[config.mk]
export PLATFORM = sky130hd
export DESIGN_NAME = gpio_setclr_port
export DESIGN_NICKNAME = d
export VERILOG_FILES = /design/src/rtl/gpio_pkg.sv /design/src/rtl/gpio_in_sync.sv /design/src/rtl/gpio_out_latch.sv /design/src/rtl/gpio_regs.sv /design/src/rtl/gpio_setclr_port.sv
export SDC_FILE = /design/constraint.sdc
export NUM_CORES = 1
export LEC_CHECK = 0
export ABC_CLOCK_PERIOD_IN_PS = 900
export BUFFER_PORTS_ARGS = -buffer_cell sky130_fd_sc_hd__buf_2
export CORE_UTILIZATION = 46
export DETAILED_ROUTE_END_ITERATION = 10
export HOLD_SLACK_MARGIN = 0.05
export PLACE_DENSITY = 0.79
export SKIP_CTS_REPAIR_TIMING = 1
export SLEW_MARGIN = 15
export SYNTH_ARGS = -nofsm -noshare
export SYNTH_HDL_FRONTEND = slang
export SYNTH_SLANG_ARGS = --single-unit
[constraint.sdc]
create_clock -name clk -period 0.9 [get_ports clk]
set_clock_uncertainty 0.1 [all_clocks]
set_input_delay 0 -clock clk [delete_from_list [all_inputs] [get_ports clk]]
set_output_delay 0 -clock clk [all_outputs]
set_load 0.01 [all_outputs]
[src/rtl/gpio_pkg.sv]
package gpio_pkg;
  // Word index of each register (byte address bits [4:2]); the map is fixed.
  typedef enum logic [2:0] {
    IDX_DIR  = 3'd0,
    IDX_DATA = 3'd1,
    IDX_SET  = 3'd2,
    IDX_CLR  = 3'd3,
    IDX_PINS = 3'd4
  } reg_idx_e;

  typedef struct packed {
    logic dir;
    logic data;
    logic set;
    logic clr;
  } wr_sel_t;

  function automatic wr_sel_t decode_write(input logic we, input logic [2:0] idx);
    wr_sel_t s;
    s.dir  = we && (idx == IDX_DIR);
    s.data = we && (idx == IDX_DATA);
    s.set  = we && (idx == IDX_SET);
    s.clr  = we && (idx == IDX_CLR);
    return s;
  endfunction
endpackage

[src/rtl/gpio_in_sync.sv]
module gpio_in_sync #(
  parameter int WIDTH  = 16,
  parameter int STAGES = 2
) (
  input  logic             clk,
  input  logic             rst_n,
  input  logic [WIDTH-1:0] pin_i,
  output logic [WIDTH-1:0] sync_o
);
  logic [WIDTH-1:0] stage_q [STAGES];

  generate
    for (genvar s = 0; s < STAGES; s++) begin : g_stage
      always_ff @(posedge clk or negedge rst_n) begin
        if (!rst_n) stage_q[s] <= '0;
        else if (s == 0) stage_q[s] <= pin_i;
        else stage_q[s] <= stage_q[(s == 0) ? 0 : s-1];
      end
    end
  endgenerate

  assign sync_o = stage_q[STAGES-1];

  // Checker: enable the two-edge comparison only after two edges out of reset.
  logic [1:0] age_q;
  always_ff @(posedge clk or negedge rst_n) begin
    if (!rst_n) age_q <= '0;
    else if (age_q != 2'd3) age_q <= age_q + 2'd1;
  end

  p_two_edge_r7: assert property (@(posedge clk) disable iff (!rst_n)
    (STAGES == 2 && age_q >= 2'd2) |-> (sync_o == $past(pin_i, 2)));
endmodule

[src/rtl/gpio_out_latch.sv]
module gpio_out_latch #(
  parameter int WIDTH = 16
) (
  input  logic             clk,
  input  logic             rst_n,
  input  logic             load_i,
  input  logic             set_i,
  input  logic             clr_i,
  input  logic [WIDTH-1:0] wdata_i,
  output logic [WIDTH-1:0] latch_o
);
  generate
    for (genvar b = 0; b < WIDTH; b++) begin : g_bit
      always_ff @(posedge clk or negedge rst_n) begin
        if (!rst_n)                     latch_o[b] <= 1'b0;
        else if (load_i)                latch_o[b] <= wdata_i[b];
        else if (set_i && wdata_i[b])   latch_o[b] <= 1'b1;
        else if (clr_i && wdata_i[b])   latch_o[b] <= 1'b0;
      end
    end
  endgenerate

  p_load_r2: assert property (@(posedge clk) disable iff (!rst_n)
    load_i |=> (latch_o == $past(wdata_i)));
  p_set_r3: assert property (@(posedge clk) disable iff (!rst_n)
    set_i |=> (latch_o == ($past(latch_o) | $past(wdata_i))));
  p_clr_r4: assert property (@(posedge clk) disable iff (!rst_n)
    clr_i |=> (latch_o == ($past(latch_o) & ~$past(wdata_i))));
  p_hold_r8: assert property (@(posedge clk) disable iff (!rst_n)
    !(load_i || set_i || clr_i) |=> $stable(latch_o));
endmodule

[src/rtl/gpio_regs.sv]
module gpio_regs #(
  parameter int WIDTH  = 16,
  parameter int ADDR_W = 5
) (
  input  logic              clk,
  input  logic              rst_n,
  input  logic [ADDR_W-1:0] addr_i,
  input  logic              dir_we_i,
  input  logic [WIDTH-1:0]  wdata_i,
  input  logic [WIDTH-1:0]  latch_i,
  input  logic [WIDTH-1:0]  pins_i,
  output logic [WIDTH-1:0]  dir_o,
  output logic [WIDTH-1:0]  rdata_o
);
  import gpio_pkg::*;

  localparam int IDX_LSB = 2;
  localparam int HI_W    = ADDR_W - IDX_LSB - 3;

  always_ff @(posedge clk or negedge rst_n) begin
    if (!rst_n)        dir_o <= '1;
    else if (dir_we_i) dir_o <= wdata_i;
  end

  logic [2:0] idx;
  logic       in_range;
  assign idx = addr_i[IDX_LSB +: 3];
  generate
    if (HI_W > 0) begin : g_hi
      assign in_range = (addr_i[ADDR_W-1 -: ((HI_W > 0) ? HI_W : 1)] == '0);
    end else begin : g_nohi
      assign in_range = 1'b1;
    end
  endgenerate

  always_comb begin
    rdata_o = '0;
    if (in_range) begin
      unique case (idx)
        IDX_DIR:                    rdata_o = dir_o;
        IDX_DATA, IDX_SET, IDX_CLR: rdata_o = latch_i;
        IDX_PINS:                   rdata_o = pins_i;
        default:                    rdata_o = '0;
      endcase
    end
  end

  p_dir_load_r6: assert property (@(posedge clk) disable iff (!rst_n)
    dir_we_i |=> (dir_o == $past(wdata_i)));
endmodule

[src/rtl/gpio_setclr_port.sv]
module gpio_setclr_port #(
  parameter int WIDTH  = 16,
  parameter int ADDR_W = 5
) (
  input  logic              clk,
  input  logic              rst_n,
  input  logic [ADDR_W-1:0] bus_addr,
  input  logic              bus_we,
  input  logic [WIDTH-1:0]  bus_wdata,
  output logic [WIDTH-1:0]  bus_rdata,
  input  logic [WIDTH-1:0]  pin_in,
  output logic [WIDTH-1:0]  pin_out,
  output logic [WIDTH-1:0]  pin_oe
);
  import gpio_pkg::*;

  localparam int HI_W = ADDR_W - 5;

  logic       addr_ok;
  wr_sel_t    wsel;
  logic [WIDTH-1:0] latch, dir, pins_sync;

  generate
    if (HI_W > 0) begin : g_hi
      assign addr_ok = (bus_addr[ADDR_W-1 -: ((HI_W > 0) ? HI_W : 1)] == '0);
    end else begin : g_nohi
      assign addr_ok = 1'b1;
    end
  endgenerate

  assign wsel = decode_write(bus_we && addr_ok, bus_addr[4:2]);

  gpio_in_sync #(.WIDTH(WIDTH), .STAGES(2)) u_sync (
    .clk(clk), .rst_n(rst_n), .pin_i(pin_in), .sync_o(pins_sync)
  );

  gpio_out_latch #(.WIDTH(WIDTH)) u_latch (
    .clk(clk), .rst_n(rst_n),
    .load_i(wsel.data), .set_i(wsel.set), .clr_i(wsel.clr),
    .wdata_i(bus_wdata), .latch_o(latch)
  );

  gpio_regs #(.WIDTH(WIDTH), .ADDR_W(ADDR_W)) u_regs (
    .clk(clk), .rst_n(rst_n), .addr_i(bus_addr), .dir_we_i(wsel.dir),
    .wdata_i(bus_wdata), .latch_i(latch), .pins_i(pins_sync),
    .dir_o(dir), .rdata_o(bus_rdata)
  );

  assign pin_oe  = ~dir;
  assign pin_out = latch & ~dir;

  p_gate_r9: assert property (@(posedge clk) disable iff (!rst_n)
    (pin_out & ~pin_oe) == '0);
  p_reset_r1: assert property (@(posedge clk)
    $rose(rst_n) |-> (pin_oe == '0 && pin_out == '0));
endmodule

Yosys cells after proc, flatten, opt, wreduce, memory -nomap -nowiden
Cells that the tools add are included.
{"block": "totals", "regBits": 64, "n_memories": 0, "latchBits": 0, "elab_cells": 128, "out_inout_bits": 48, "rom_bits": 0, "ram_bits": 0, "inputBits": 40}
{"block": "op_classes", "muxes": 49, "n_eq_ne": 4, "n_div": 0, "add_sub_neg": 0, "n_mul": 0, "n_bitwise": 2, "magnitude_cmp": 0, "n_reduce_logical": 54, "shifts": 0}
{"operator": "2-to-1 mux 1 bit", "count": 48}
{"operator": "case mux 16 bit (3 select lines)", "count": 1}
{"operator": "nonzero test 3 bit", "count": 16}
{"operator": "logical AND 1 bit", "count": 36}
{"operator": "bitwise AND 16 bit", "count": 1}
{"operator": "inverter 16 bit", "count": 1}
{"operator": "equality test 3 x 2 -> 1 bit, second input constant", "count": 2}
{"operator": "equality test 3 x 1 -> 1 bit, second input constant", "count": 1}
{"operator": "equality test 3 bit, second input constant", "count": 1}
{"operator": "logical NOT 3 bit", "count": 1}
{"operator": "OR reduction 3 bit", "count": 1}

Longest topological paths before layout
Gate-level depths: netlist of the first run.
{"block": "logic_depth", "ltp_word": 6, "ltp_mapped": 7, "mapped_depth_nobuf": 3}

By module
Synthesis of the first run repeated with hierarchy kept, for this count alone.
{"block": "hier_totals", "cells_unflattened": 251, "area_unflattened_um2": 3072.9}
{"mod": "gpio_regs", "area_per_inst_um2": 1270.0, "cells_each": 112, "seq_area_each_um2": 420.4, "instances": 1}
{"mod": "gpio_in_sync", "area_per_inst_um2": 920.9, "cells_each": 48, "seq_area_each_um2": 800.8, "instances": 1}
{"mod": "gpio_out_latch", "area_per_inst_um2": 671.9, "cells_each": 55, "seq_area_each_um2": 400.4, "instances": 1}
{"mod": "gpio_setclr_port", "area_per_inst_um2": 210.2, "cells_each": 36, "seq_area_each_um2": 0.0, "instances": 1}

Worst setup path before layout of the first run
OpenSTA, ideal clock, no wires.
{"block": "synth_timing", "path_type": "in2reg", "startpoint": "input bus_addr[3]", "endpoint": "register u_regs.dir_o[10]", "path_slack_ns": -0.336, "path_stages": 6, "n_path_buf": 3, "t_arrival_ns": 1.054, "path_cell_list": "buf_4 or2_4 nor2b_4 buf_6 buf_12 mux2_4"}
{"block": "synth_between", "elab_chain_cells": 2}
{"item": "start, declared", "line_no": "gpio_setclr_port.sv:7", "source": "input logic [ADDR_W-1:0] bus_addr,"}
{"item": "logical NOT 3 bit", "line_no": "gpio_pkg.sv:20", "source": "s.dir = we && (idx == IDX_DIR);"}
{"item": "logical AND 1 bit", "line_no": "gpio_pkg.sv:20"}
{"item": "end signal, assigned", "line_no": "gpio_regs.sv:22", "source": "else if (dir_we_i) dir_o <= wdata_i;"}
{"item": "end, declared", "line_no": "gpio_regs.sv:12", "source": "output logic [WIDTH-1:0] dir_o,"}
No other way between the ends.
A chain may end at the register's enable or synchronous reset.

Worst setup path after layout of the first run
{"block": "layout_timing", "startpoint": "register u_regs.dir_o[2]", "endpoint": "output bus_rdata[2]"}
{"block": "layout_between", "elab_chain_cells": 1}
{"item": "case mux 16 bit (3 select lines)", "line_no": "gpio_regs.sv:39", "source": "unique case (idx)"}
{"item": "end, declared", "line_no": "gpio_setclr_port.sv:10", "source": "output logic [WIDTH-1:0] bus_rdata,"}
No other way between the ends.

==> impl_metrics.toml, run 1 <==
[cells_and_area]
num-nets-final = 417
most_common_library_cell_in_the_layout_ignoring_fill_and_taps = "sky130_fd_sc_hd__buf_2"
final_layout_size_suffix_gt1_share_pct = 51.6
final_antenna_diode_count = 0
area_growth_syn_to_layout_pct = 55.0
final_cell_mix = "67 x sky130_fd_sc_hd__buf_2, 48 x sky130_fd_sc_hd__dfrtp_1, 42 x sky130_fd_sc_hd__buf_6"
fin_cells = 457
final_cell_area_um2 = 4390

[critical_path]
critical_path.max_fanout = 3
crit_path_class = "flip-flop to primary output"
worst_setup_path_start_kind = "flip-flop"
worst-endpoint-arrival_ps = 1350
critical_path_required_ps = 800
setup.worst_path.end_class = "primary output"
worst_r2r_path_depth = 4

[die]
ios = 88
initial_utilization_pct = 47.8
fp.dieW_um = 80.4
design.die.area_um2 = 6470
die_height_um = 80.4
fp.coreArea_um2 = 5920
rows = 28

[route]
routed-via-count = 2261
drt_first_pass_iters = 5
drt_drc_violations_left = 0
detailedRoute.firstIterationViolations = 105
totalWireLength_um = 7120
route.antenna.remaining_nets = 0
wirelength_per_cell_um = 15.6
via_per_inst = 4.95

[place]
port-buffer-count = 85
place_area_um2 = 3560
post-dp-hpwl_um = 4190
place_congestion = 0.755
place_ws_ps = -344
placed_cell_count = 402

[cts]
clkTransAtPathRegs_ps = 70
worst_skew_pair.late_latency_ps = 340
clkSinkCount = 64
cts_htree_levels = 3
clk_path_buf_depth = 2
cts_root_buffer = "sky130_fd_sc_hd__clkbuf_8"
cts_made_buffers = 9
cts_tree = "yes"

[global_routing]
first_pass_grt_wire_length_um = 9980
grt.total_usage_pct = 21.4
antenna_found_initial = 0
via_count_of_the_first_global_routing_pass = 2048
overflow = 0
grt_max_degree = 65

[sta]
final_report_hold_violation_count = 0
grt_setup_unrepaired = "yes"
worst-slew-pin-transition_ps = 401
drv_slew = 0
final_period_minus_worst_setup_slack_ps = 1450
setup_viol = 60
ratio_of_final_minimum_period_to_clock_period_pct = 161
timing.fmax_ghz = 0.691
timing.max_slew.rel_slack_pct = 73.3
setup_ws_ps = -547
setup_tns_ps = -19300

[logic_synthesis]
netlist_area_um2 = 2830
yosys.cell_types.count = 22
synth_cells = 229
synth.yosys.seq_area_share_pct = 57.3
synth_nets = 269
avgSynthCellArea_um2 = 12.4
synth-seq-cells = 64
ys_warn_count = 0

[outcome]
run_status = "complete, but fails checks"
failed_checks = "negative setup slack"

[pwr]
p_leak_nw = 2.02
power.density_nw_per_um2 = 2040
finalPower_mw = 8.95
ir_worst_vdd_mv = 1.80

[min_path]
hold_path_class = "input pin to asynchronous set/reset pin"

[job]
max_cap_violations = 0
==> cell families after synthesis <==
logic type / count (synthesis) / synth area share [%]
xor+xnor: 16 / 4.95
mux: 32 / 13.4
simple gates: 36 / 9.11
buf+inv: 33 / 6.06
flops: 64 / 57.3
compound gates: 48 / 9.20
==> cell type report <==
class / instances / area [um2]
Inverter: 16 / 62.6
Tap cell: 75 / 93.8
Multi-Input combinational cell: 132 / 1160
Fill cell: 413 / 1540
Clock inverter: 2 / 12.5
Clock buffer: 14 / 173
Timing Repair Buffer: 154 / 1270
Sequential cell: 64 / 1620
==> Yosys cell counts <==
| cell type | instances | area share (%) |
|---|---|---|
| sky130_fd_sc_hd__a21oi_1 | 16 | 2.8 |
| sky130_fd_sc_hd__a31oi_1 | 16 | 3.5 |
| sky130_fd_sc_hd__and2_0 | 1 | 0.22 |
| sky130_fd_sc_hd__buf_12 | 1 | 0.71 |
| sky130_fd_sc_hd__buf_2 | 6 | 1.1 |
| sky130_fd_sc_hd__buf_4 | 2 | 0.53 |
| sky130_fd_sc_hd__buf_6 | 2 | 0.80 |
| sky130_fd_sc_hd__clkbuf_1 | 5 | 0.66 |
| sky130_fd_sc_hd__clkbuf_2 | 1 | 0.18 |
| sky130_fd_sc_hd__dfrtp_1 | 48 | 42 |
| sky130_fd_sc_hd__dfstp_2 | 16 | 15 |
| sky130_fd_sc_hd__inv_1 | 16 | 2.1 |
| sky130_fd_sc_hd__mux2_2 | 6 | 2.4 |
| sky130_fd_sc_hd__mux2_4 | 10 | 5.3 |
| sky130_fd_sc_hd__mux2i_1 | 16 | 5.7 |
| sky130_fd_sc_hd__nand3b_1 | 16 | 4.2 |
| sky130_fd_sc_hd__nor2b_1 | 16 | 3.5 |
| sky130_fd_sc_hd__nor2b_2 | 1 | 0.31 |
| sky130_fd_sc_hd__nor2b_4 | 1 | 0.49 |
| sky130_fd_sc_hd__o21ai_0 | 16 | 2.8 |
| sky130_fd_sc_hd__or2_4 | 1 | 0.31 |
| sky130_fd_sc_hd__xnor2_1 | 16 | 5.0 |
==> worst max-delay path: stages (launching register included) <==
cell,delay [ps]
sky130_fd_sc_hd__dfstp_2,560
sky130_fd_sc_hd__mux2i_1,110
sky130_fd_sc_hd__o21ai_2,190
sky130_fd_sc_hd__buf_2,150
==> path summary, 6_finish.rpt <==
kind,startpoint,slack [ps],end
worst max-delay path,u_regs.dir_o[2],-550,bus_rdata[2]
worst min-delay path,rst_n,100,u_sync.stage_q[18]
worst max register to register,u_regs.dir_o[11],-250,u_regs.dir_o[11]
worst min register to register,u_sync.stage_q[23],250,u_sync.sync_o[7]
max in group asynchronous,rst_n,260,u_regs.dir_o[4]
min in group clk,bus_addr[2],130,u_latch.latch_o[13]
==> metal layers <==
layer	GRT usage (%)	vias up	wire, um
li1	-	1073	-
met1	26.4	1103	2870
met2	34.6	73	3770
met3	6.70	12	324
met4	8.93	0	146
met5	0	-	0
==> state kept, by name, summed over array words and instances (netlist names) <==
register and cells:
u_latch.latch_o 16, u_sync.stage_q 16, u_sync.sync_o 16, u_regs.dir_o 16
==> report_power, final <==
group	switching [mW]	leakage (nW)	internal (mW)
sequential	0.318	0.723	3.39
clock	1.03	0.0927	1.22
combinational	1.25	1.21	1.74
==> per-stage QoR <==
| step | hold slack, ps | utilization, % |
|---|---|---|
| after floorplan | -396 | - |
| after CTS | -432 | 63.3 |
| after detailed placement | -60.1 | 60.2 |
| after global placement | -67.0 | 60.2 |
| after global routing | 127 | 74.1 |
| final | 105 | 74.1 |
(Power assumes the default switching activity.)
==> run 2, diff against run 1 <==
--- a/config.mk
+++ b/config.mk
@@ -7,10 +7,10 @@
 export LEC_CHECK = 0
 export ABC_CLOCK_PERIOD_IN_PS = 900
 export BUFFER_PORTS_ARGS = -buffer_cell sky130_fd_sc_hd__buf_2
-export CORE_UTILIZATION = 46
+export CORE_UTILIZATION = 40
 export DETAILED_ROUTE_END_ITERATION = 10
 export HOLD_SLACK_MARGIN = 0.05
-export PLACE_DENSITY = 0.79
+export PLACE_DENSITY = 0.7
 export SKIP_CTS_REPAIR_TIMING = 1
 export SLEW_MARGIN = 15
 export SYNTH_ARGS = -nofsm -noshare
==> run 2 against run 1 <==
Compared with the run above: the flow still finishes with violations (negative setup slack); largest power group unchanged; largest cell class unchanged; highest routed layer unchanged; routed wire length down 1.3%; non-clock buffer count up 3; combinational power up 5%; register-to-register slack better by 120 ps; critical path type unchanged; cell area up 3.7%.
==> impl_metrics.toml, run 2 (synthesized netlist as in run 1, its figures left out) <==
[outcome]
run_status = "complete, but fails checks"
failed_checks = "negative setup slack"

[pwr]
power.share.switching_pct = 27.4
p_leak_nw = 2.09
combPwrFrac_pct = 32.2
clockPowerShare_pct = 30.2
power.sequential.fraction_pct = 37.6
ir_worst_vdd_mv = 1.20
internal_mw = 7.07
power.density_nw_per_um2 = 2140
total_switching_power_mw = 2.67

[cells_and_area]
final_antenna_diode_count = 0
fin_cells = 481
final_cell_mix = "62 x sky130_fd_sc_hd__buf_2, 48 x sky130_fd_sc_hd__dfrtp_1, 47 x sky130_fd_sc_hd__buf_6"
area_growth_syn_to_layout_pct = 60.8
fin_util_pct = 67.0
filler_cell_count_in_the_final_layout = 496
most_common_library_cell_in_the_layout_ignoring_fill_and_taps = "sky130_fd_sc_hd__buf_2"
final_layout_size_suffix_gt1_share_pct = 53.0
num-nets-final = 420

[sta]
ratio_of_final_minimum_period_to_clock_period_pct = 154
timing.max_slew.rel_slack_pct = 77.6
setup_ws_ps = -485
drv_slew = 0
grt_setup_unrepaired = "yes"
setup_tns_ps = -19120
final_period_minus_worst_setup_slack_ps = 1390
worst-slew-pin-transition_ps = 335
setup_viol = 63
final_report_hold_violation_count = 0
timing.fmax_ghz = 0.722

[cts]
cts_made_buffers = 9
cts_htree_levels = 3
cts_root_buffer = "sky130_fd_sc_hd__clkbuf_8"
clkSinkCount = 64
cts_tree = "yes"
clkTransAtPathRegs_ps = 70
worst_skew_pair.late_latency_ps = 340
clk_path_buf_depth = 2

[die]
fp.dieW_um = 86.1
fp.coreArea_um2 = 6790
rows = 30
ios = 88
initial_utilization_pct = 41.6
design.die.area_um2 = 7410
die_height_um = 86.1

[critical_path]
crit_path_class = "flip-flop to primary output"
critical_path.max_fanout = 3
worst_setup_path_start_kind = "flip-flop"
critical_path_required_ps = 800
worst-endpoint-arrival_ps = 1290
setup.worst_path.end_class = "primary output"

[route]
drt_drc_violations_left = 0
route.antenna.remaining_nets = 0
detailedRoute.firstIterationViolations = 53
routed-via-count = 2303
wirelength_per_cell_um = 14.6
drt_first_pass_iters = 4
totalWireLength_um = 7030
via_per_inst = 4.79

[place]
placed_cell_count = 423
place_congestion = 0.772
post-dp-hpwl_um = 4330
port-buffer-count = 85
place_ws_ps = -304

[global_routing]
first_pass_grt_wire_length_um = 9930
via_count_of_the_first_global_routing_pass = 2142
antenna_found_initial = 0
grt.total_usage_pct = 17.9
overflow = 0
grt_max_degree = 36

[min_path]
hold_path_class = "input pin to flip-flop"

[job]
max_cap_violations = 0
==> run 2: critical path, stage by stage (launching register included) <==
cell,delay (ps)
sky130_fd_sc_hd__dfstp_2,570
sky130_fd_sc_hd__mux2i_1,90
sky130_fd_sc_hd__o21ai_1,130
sky130_fd_sc_hd__buf_2,150
==> run 2: cell type report <==
cell class                 count  area, um2  share of cell area (%)
clock inverter                 6        108                    2.37
sequential                    64       1620                    35.6
timing repair buffer         157       1340                    29.3
tap                           96        120                    2.64
clock buffer                  10        128                    2.81
inverter                      16       60.1                    1.32
multi-input combinational    132       1180                    25.9
==> run 2: worst paths after layout <==
path / start / endpoint / slack, ps / cells after the start
min: bus_addr[2] / u_latch.latch_o[12] / 80 / 4
max: u_regs.dir_o[6] / bus_rdata[6] / -490 / 3
min in group asynchronous: rst_n / u_sync.stage_q[22] / 90 / 3
min reg2reg: u_sync.stage_q[17] / u_sync.sync_o[1] / 250 / 0
max reg2reg: u_regs.dir_o[4] / u_regs.dir_o[4] / -130 / 3
max in group asynchronous: rst_n / u_sync.stage_q[25] / 70 / 3
==> run 2: layer usage <==
| metal | track usage (%) | share of wire, % |
|---|---|---|
| met1 | 21.2 | 43 |
| met5 | 0 | 0 |
| met2 | 30.3 | 52 |
| met4 | 9.70 | 2.0 |
| met3 | 3.75 | 3.1 |
==> run 2: power groups by stage <==
stage / clock [mW] / sequential, mW / combinational (mW)
2_1_floorplan: 0 / 3.64 / 1.22
3_3_place_gp: 0 / 3.65 / 2.19
3_5_place_dp: 0 / 3.66 / 2.24
4_1_cts: 3.00 / 3.62 / 2.25
5_1_grt: 3.11 / 3.72 / 3.37
6_report: 2.94 / 3.67 / 3.13
==> run 2: through the flow <==
| step | power, mW | area (um2) | hold slack [ps] |
|---|---|---|---|
| floorplan | 4.86 | 2930 | -396 |
| global placement | 5.84 | 3600 | -271 |
| detailed placement | 5.90 | 3600 | -272 |
| CTS | 8.87 | 3840 | -643 |
| global route | 10.2 | 4550 | 100 |
| finish | 9.74 | 4550 | 81.7 |
==> run 3, diff against run 2 <==
--- a/config.mk
+++ b/config.mk
@@ -6,11 +6,12 @@
 export NUM_CORES = 1
 export LEC_CHECK = 0
 export ABC_CLOCK_PERIOD_IN_PS = 900
-export BUFFER_PORTS_ARGS = -buffer_cell sky130_fd_sc_hd__buf_2
-export CORE_UTILIZATION = 40
+export BUFFER_PORTS_ARGS = -buffer_cell sky130_fd_sc_hd__buf_4
+export CORE_UTILIZATION = 46
 export DETAILED_ROUTE_END_ITERATION = 10
 export HOLD_SLACK_MARGIN = 0.05
-export PLACE_DENSITY = 0.7
+export PLACE_DENSITY = 0.79
+export SETUP_SLACK_MARGIN = 0.02
 export SKIP_CTS_REPAIR_TIMING = 1
 export SLEW_MARGIN = 15
 export SYNTH_ARGS = -nofsm -noshare
==> run 3 against run 2 <==
Compared with the run above: the run ends with negative hold slack, negative setup slack left; clock-buffer cell count decreased by 1; total power grew 5.4%; core utilization up 12 points; register-to-register slack barely moved; clock power grew 12%; non-clock buffer count down 4; combinational power increased by 5%; first-iteration DRC count rose by 100%; largest cell class unchanged.
==> impl_metrics.toml, run 3 (synthesized netlist as in run 1, its figures left out) <==
[route]
totalWireLength_um = 7090
detailedRoute.firstIterationViolations = 108
drt_drc_violations_left = 0
drt_first_pass_iters = 4
wirelength_per_cell_um = 15.5
via_per_inst = 4.97
route.antenna.remaining_nets = 0
routed-via-count = 2268

[critical_path]
critical_path.cell_chain = "mux2i_1 > o21ai_1 > buf_4"
cp_num_buf_inv = 1
critical_path_required_ps = 800
critical_path.max_fanout = 2
cpMaxStageDelayCell = "sky130_fd_sc_hd__dfstp_2"
path_delay_family = "flip-flops"
cp.depth = 3
worst-endpoint-arrival_ps = 1310
biggest_cell_delay_along_the_critical_path_ps = 550
critPathLaunch = "u_regs.dir_o[11]"
setup.worst_path.end_class = "primary output"
worst_r2r_path_depth = 3
worst_setup_path_start_kind = "flip-flop"
crit_path_class = "flip-flop to primary output"
rr_startpoint = "u_regs.dir_o[13]"

[pwr]
ir_worst_vdd_mv = 1.86
power.density_nw_per_um2 = 2190
p_leak_nw = 2.14
finalPower_mw = 10.3

[cells_and_area]
most_common_library_cell_in_the_layout_ignoring_fill_and_taps = "sky130_fd_sc_hd__buf_4"
final_cell_mix = "67 x sky130_fd_sc_hd__buf_4, 49 x sky130_fd_sc_hd__buf_6, 48 x sky130_fd_sc_hd__dfrtp_1"
final_antenna_diode_count = 0
final_layout_size_suffix_gt1_share_pct = 54.1
area_growth_syn_to_layout_pct = 65.9
num-nets-final = 416

[global_routing]
gr-usage-met2_pct = 34.3
grt_max_degree = 49
grt_util_met1_pct = 28.2
antenna_found_initial = 0
grt_most_used_layer = "met2"
overflow = 0
first_pass_grt_wire_length_um = 10000
grt.total_usage_pct = 21.4
grtUsageMet3_pct = 3.75
via_count_of_the_first_global_routing_pass = 2028

[job]
max_cap_violations = 0

[sta]
setup_viol = 62
final_report_hold_violation_count = 10
ratio_of_final_minimum_period_to_clock_period_pct = 157
fin_worst_hold_slack_ps = -7.38
drv_slew = 0
worst-slew-pin-transition_ps = 432
timing.max_slew.rel_slack_pct = 71.2
timing.fmax_ghz = 0.710
setup_ws_ps = -509
grt_setup_unrepaired = "yes"
final_period_minus_worst_setup_slack_ps = 1410

[die]
design.die.area_um2 = 6470
fp.dieW_um = 80.4
fp.coreArea_um2 = 5920
initial_utilization_pct = 47.8
rows = 28
die_height_um = 80.4
ios = 88

[place]
post-dp-hpwl_um = 4300
place_ws_ps = -384
port-buffer-count = 85
place_congestion = 0.742

[cts]
cts_tree = "yes"
cts_htree_levels = 3
clk_path_buf_depth = 2
cts_made_buffers = 9
clkTransAtPathRegs_ps = 80
cts_root_buffer = "sky130_fd_sc_hd__clkbuf_8"
clkSinkCount = 64
worst_skew_pair.late_latency_ps = 330

[outcome]
failed_checks = "negative hold slack, negative setup slack"
run_status = "complete, but fails checks"

[min_path]
hold_path_class = "input pin to asynchronous set/reset pin"
[run 3: changes by cell type in the layout (fill, tap and decap cells not counted), moves of 3 or more]
cell,before,now
sky130_fd_sc_hd__buf_2,62,0
sky130_fd_sc_hd__buf_4,10,67
sky130_fd_sc_hd__mux2_2,0,3
sky130_fd_sc_hd__mux2_4,16,13
sky130_fd_sc_hd__nor2b_1,12,8
[run 3: power breakdown]
| group | switching, mW | leakage, nW | internal (mW) | total (mW) |
|---|---|---|---|---|
| logic | 1.29 | 1.29 | 2.01 | 3.29 |
| clock network | 1.16 | 0.134 | 2.13 | 3.29 |
| registers | 0.302 | 0.723 | 3.38 | 3.68 |
| total | 2.75 | 2.14 | 7.52 | 10.3 |
[run 3: worst register-to-register path, cell delays in order (launching register included)]
cell and delay [ps]:
sky130_fd_sc_hd__dfstp_2 380, sky130_fd_sc_hd__buf_4 130, sky130_fd_sc_hd__buf_6 110, sky130_fd_sc_hd__mux2_4 260
[run 3: worst paths after layout]
path,end,slack (ps)
min in group clk,u_latch.latch_o[13],140
setup reg to reg,u_regs.dir_o[13],-140
hold / removal,u_sync.sync_o[5],-7
hold reg to reg,u_sync.sync_o[6],250
max in group asynchronous,u_regs.dir_o[15],210
setup / recovery,bus_rdata[11],-510
[run 3: routing by layer]
metal	vias up	routed length, um
met1	1117	3040
li1	1072	-
met3	7	283
met4	0	82
met2	72	3680
met5	-	0
[run 3: metrics by stage]
step	area (um2)	std cells	util (%)	TNS, ps	hold WS (ps)
6_report	4690	456	79.3	-18860	-7.38
5_1_grt	4690	456	79.3	-21320	1.54
4_1_cts	4060	418	68.5	-18990	-575
3_5_place_dp	3790	402	64.0	-14250	-213
3_3_place_gp	3790	402	64.0	-13290	-216
2_1_floorplan	2930	229	-	-7310	-396
[run 3: cell type report]
type | instances | area [um2]
flip-flops and latches | 64 | 1620
multi-input cells | 132 | 1190
well taps | 75 | 93.8
inverters | 16 | 60.1
repair buffers | 153 | 1470
fillers | 352 | 1230
clock buffers | 9 | 124
clock inverters | 7 | 143
